`src/rtl/cbq_pkg.sv`:
```
package cbq_pkg;

  // Hotspot decode result for one synchronized sample.
  typedef struct packed {
    logic hotValid;  // sample is one of the two hotspots
    logic hotBank;   // bank that hotspot selects
  } hotInfo_t;

  // Strobes from control to datapath.
  typedef struct packed {
    logic loadBank;  // write bank register this cycle
    logic nextBank;  // value to write
  } bankCtrl_t;

endpackage

```
`src/rtl/cbq_datapath.sv`:
```
module cbq_datapath
  import cbq_pkg::*;
#(
  parameter int unsigned ADDR_W      = 13,
  parameter int unsigned SYNC_STAGES = 2,
  parameter int unsigned HOT0_OFS    = 'hFF8,
  parameter int unsigned HOT1_OFS    = 'hFF9,
  parameter bit          RESET_BANK  = 1'b1
) (
  input  logic              clk,
  input  logic              rstN,
  input  logic [ADDR_W-1:0] addrIn,
  input  bankCtrl_t         ctrl,
  output logic [ADDR_W-1:0] syncAddr,
  output hotInfo_t          hot,
  output logic              bankSel
);

  localparam int unsigned OFS_W   = ADDR_W - 1;
  localparam int unsigned SEL_BIT = ADDR_W - 1;
  localparam logic [OFS_W-1:0] HOT0 = OFS_W'(HOT0_OFS);
  localparam logic [OFS_W-1:0] HOT1 = OFS_W'(HOT1_OFS);

  // One synchronizer chain per address bit.
  for (genvar b = 0; b < ADDR_W; b++) begin : g_sync
    logic [SYNC_STAGES-1:0] chain;
    always_ff @(posedge clk or negedge rstN) begin
      if (!rstN) chain <= '0;
      else if (SYNC_STAGES == 1) chain <= addrIn[b];
      else chain <= {chain[SYNC_STAGES-2:0], addrIn[b]};
    end
    assign syncAddr[b] = chain[SYNC_STAGES-1];
  end

  // Hotspot decode on the synchronized sample.
  logic [OFS_W-1:0] syncOfs;
  logic             syncSel;
  assign syncOfs = syncAddr[OFS_W-1:0];
  assign syncSel = syncAddr[SEL_BIT];

  always_comb begin
    hot.hotValid = 1'b0;
    hot.hotBank  = 1'b0;
    if (syncSel) begin
      if (syncOfs == HOT0) begin
        hot.hotValid = 1'b1;
        hot.hotBank  = 1'b0;
      end else if (syncOfs == HOT1) begin
        hot.hotValid = 1'b1;
        hot.hotBank  = 1'b1;
      end
    end
  end

  // Bank register.
  always_ff @(posedge clk or negedge rstN) begin
    if (!rstN)             bankSel <= RESET_BANK;
    else if (ctrl.loadBank) bankSel <= ctrl.nextBank;
  end

endmodule

```
`src/rtl/cbq_control.sv`:
```
module cbq_control
  import cbq_pkg::*;
#(
  parameter int unsigned HOLD_CYCLES = 3,
  localparam int unsigned CNT_W = $clog2(HOLD_CYCLES + 1)
) (
  input  logic             clk,
  input  logic             rstN,
  input  hotInfo_t         hot,
  output bankCtrl_t        ctrl,
  output logic [CNT_W-1:0] holdCnt
);

  localparam logic [CNT_W-1:0] CNT_MAX  = CNT_W'(HOLD_CYCLES);
  localparam logic [CNT_W-1:0] CNT_LAST = CNT_W'(HOLD_CYCLES - 1);

  logic             lastBank;
  logic             sameRun;
  logic [CNT_W-1:0] cntNext;

  // A sample continues the run only if it repeats the hotspot being counted.
  assign sameRun = hot.hotValid && (holdCnt != '0) && (hot.hotBank == lastBank);

  always_comb begin
    if (!hot.hotValid)        cntNext = '0;
    else if (!sameRun)        cntNext = CNT_W'(1);
    else if (holdCnt == CNT_MAX) cntNext = CNT_MAX;
    else                      cntNext = holdCnt + CNT_W'(1);
  end

  // Load fires only on the sample that completes the run.
  always_comb begin
    ctrl.nextBank = hot.hotBank;
    if (!hot.hotValid)  ctrl.loadBank = 1'b0;
    else if (sameRun)   ctrl.loadBank = (holdCnt == CNT_LAST);
    else                ctrl.loadBank = (HOLD_CYCLES == 1);
  end

  always_ff @(posedge clk or negedge rstN) begin
    if (!rstN) begin
      holdCnt  <= '0;
      lastBank <= 1'b0;
    end else begin
      holdCnt <= cntNext;
      if (hot.hotValid) lastBank <= hot.hotBank;
    end
  end

endmodule

```
`src/rtl/cart_bank_qualifier.sv`:
```
module cart_bank_qualifier
  import cbq_pkg::*;
#(
  parameter int unsigned ADDR_W      = 13,
  parameter int unsigned SYNC_STAGES = 2,
  parameter int unsigned HOLD_CYCLES = 3,
  parameter int unsigned HOT0_OFS    = 'hFF8,
  parameter int unsigned HOT1_OFS    = 'hFF9,
  parameter bit          RESET_BANK  = 1'b1
) (
  input  logic              clk,
  input  logic              rstN,
  input  logic [ADDR_W-1:0] addrIn,
  output logic              bankSel,
  output logic              romCe,
  output logic [ADDR_W-1:0] romAddr
);

  localparam int unsigned OFS_W = ADDR_W - 1;
  localparam int unsigned CNT_W = $clog2(HOLD_CYCLES + 1);

  logic [ADDR_W-1:0] syncAddr;
  hotInfo_t          hot;
  bankCtrl_t         ctrl;
  logic [CNT_W-1:0]  holdCnt;

  cbq_datapath #(
    .ADDR_W(ADDR_W), .SYNC_STAGES(SYNC_STAGES),
    .HOT0_OFS(HOT0_OFS), .HOT1_OFS(HOT1_OFS), .RESET_BANK(RESET_BANK)
  ) dp_i (
    .clk(clk), .rstN(rstN), .addrIn(addrIn), .ctrl(ctrl),
    .syncAddr(syncAddr), .hot(hot), .bankSel(bankSel)
  );

  cbq_control #(.HOLD_CYCLES(HOLD_CYCLES)) ctl_i (
    .clk(clk), .rstN(rstN), .hot(hot), .ctrl(ctrl), .holdCnt(holdCnt)
  );

  assign romCe   = addrIn[ADDR_W-1];
  assign romAddr = {bankSel, addrIn[OFS_W-1:0]};

endmodule

```
`config.mk`:
```
export PLATFORM = sky130hd
export DESIGN_NAME = cart_bank_qualifier
export DESIGN_NICKNAME = d
export VERILOG_FILES = /design/src/rtl/cbq_pkg.sv /design/src/rtl/cbq_datapath.sv /design/src/rtl/cbq_control.sv /design/src/rtl/cart_bank_qualifier.sv
export SDC_FILE = /design/constraint.sdc
export NUM_CORES = 1
export LEC_CHECK = 0
export BUFFER_PORTS_ARGS = -buffer_cell sky130_fd_sc_hd__buf_4
export CAP_MARGIN = 0
export CORE_MARGIN = 3
export CORE_UTILIZATION = 53
export CTS_CLUSTER_DIAMETER = 200
export DETAILED_ROUTE_END_ITERATION = 10
export PLACE_DENSITY = 0.81
export SYNTH_ARGS = -nofsm -noshare
export SYNTH_HDL_FRONTEND = slang
export SYNTH_HIERARCHICAL = 1
export SYNTH_SLANG_ARGS = --single-unit
```
`constraint.sdc`:
```
create_clock -name clk -period 3.25 [get_ports clk]
set_input_delay 0 -clock clk [delete_from_list [all_inputs] [get_ports clk]]
set_output_delay 0 -clock clk [all_outputs]
set_load 0.01 [all_outputs]
```
==> reports/metrics.csv <==
metric,value,unit
dpl cell area,1110,µm²
Final Hold Fails,0,
Core Rows,14,
yosys warns,6,
Pins Over Slew Limit,0,
Die X,48.9,µm
CP Cell Sequence,nand4bb_1 -> nor4_2 -> xor2_1 -> nor4_1 -> mux2_2,
Filler Cells Inserted,90,
Max-cap violations,0,
Min-Delay Path Class,in2async,
Period minus WS final,1820,ps
critical path data required time,3500,ps
Buffers on Ports,29,
Critical Path End Type,flip-flop,
# IOs,30,
unrepaired setup endpoints after global routing,false,
run status,"finished, final reports clean",
die area,2390,µm²
global-route usage over all layers,17.4,%
post-CTS resize count,0,
via-per-instance ratio,4.59,
"Max FO, Critical Path",3,
Detailed Routing Iterations Pass 1,2,
Clock Skew,4.28,ps
H-tree depth,2,
cells after synthesis,60,
Routed Antenna Nets,0,
fin crit share,56.0,%
Ant. Diodes,0,
PD cells,548,nW/µm²
critical path class,reg2reg,
total power,0.728,mW
"Cell Area, Synth",975,µm²
Avg Inst Size Synth,16.2,µm²
Residual DRC,0,
initial antenna violation count,0,
CP max stage delay,410,ps
P_leak,0.632,nW
CTS Buffer Depth,2,
final instance area,1330,µm²
crit-path leading delay family,simple AND/OR/NAND/NOR gates,
post-synthesis net count,75,
setup TNS,0,ps
CTS tree,done,
crit path launch type,flip-flop,
buffer and inverter count on the worst path,0,
Slew @ Worst Pin,374,ps
largest net degree at the start of global routing,31,
GPL Wtd Cong,0.617,
Routed WL,1700,µm
vias,551,
CTS clock-pin slew for the worst setup and hold paths,90,ps
vias in the first global route,668,
final core occ,82.4,%
worst path arrival time,2070,ps
Worst Reg2Reg Path Length in Cells,5,
layout cells sized above 1,41.7,%
DPL Wire Length,1030,µm
P&R area growth vs syn,36.2,%
Stages on worst setup path,5,
slew margin rel.,74.9,%
slowest CP cell,nor4_2,
clk sinks,30,
1st-iter DRT viols,7,
GR Overflow Total,0,
setup violators final,0,
nets,110,
clk_lat worst skew,320,ps
VDD IR max,0.518,mV
CTS Root Buffer Type,clkbuf_4,
area of the core,1610,µm²
Die Y,48.9,µm
Starting Density,60.5,%
WL/cell,14.2,µm
fmax,550,MHz
first-pass GRT wire length,2960,µm
TritonCTS buffer count,5,
## worst register-to-register path, stage by stage, from the launching register on
cell	delay (ps)
dfrtp_1	370
nand4bb_1	230
nor4_2	410
xor2_1	170
nor4_1	210
mux2_2	370
## cell usage in the layout, fill, tap and decap left out, types with 2 or more instances in the layout
cell type,count
clkbuf_4,5
clkinv_2,2
buf_4,29
inv_1,4
dlygate4sd3_1,14
nand4_1,2
dfrtp_1,29
## timing repair
| action | 4_1_cts | 5_1_grt |
|---|---|---|
| setup buffers | 0 | 0 |
| hold buffers | 14 | 0 |
| hold endpoints to repair | 43 | 0 |
## cell type report
| type | instances | area [µm²] | share of cell area [%] |
|---|---|---|---|
| clock buffer | 5 | 37.5 | 2.83 |
| clock inverter | 3 | 40.0 | 3.02 |
| inverter | 4 | 15.0 | 1.13 |
| multi-input combinational | 11 | 95.1 | 7.16 |
| sequential | 30 | 752 | 56.6 |
| tap | 24 | 30.0 | 2.26 |
| timing repair buffer | 43 | 358 | 27.0 |
## routing by layer
metal	GRT usage, %	wire [µm]	vias to the layer above
met1	16.9	596	273
met2	31.0	971	23
met3	6.12	89	5
li1	-	-	250
met4	11.4	40	0
met5	0	0	-
## path summary, 6_finish.rpt
check | start | to | slack [ps]
min in group clk | addrIn[1] | dp_i/g_sync[1].chain[0] | 330
min reg2reg | dp_i/g_sync[12].chain[0] | dp_i/g_sync[12].chain[1] | 350
min | rstN | ctl_i/holdCnt[1] | 160
max in group asynchronous | rstN | dp_i/bankSel | 2790
max | dp_i/g_sync[2].chain[1] | dp_i/bankSel | 1430
max reg2reg | dp_i/g_sync[2].chain[1] | dp_i/bankSel | 1430
## registers in the layout, indices dropped and copies added (netlist names)
register           count
ctl_i/lastBank         1
dp_i/g_sync.chain     26
ctl_i/holdCnt          2
dp_i/bankSel           1
## per-stage QoR
step           setup WS [ps]  hold slack [ps]  std cells
3_5_place_dp            1450            -66.6         98
5_1_grt                 1290              170        120
3_3_place_gp            1550            -68.3         98
6_report                1430              157        120
4_1_cts                 1430              118        120
2_1_floorplan           1590             -296         60
## report_power, final
group	switching [mW]	leakage [nW]	internal (mW)
Sequential	0.00500	0.355	0.389
Clock	0.119	0.0450	0.159
Combinational	0.0225	0.232	0.0324
Power figures use the tool's default switching activity.
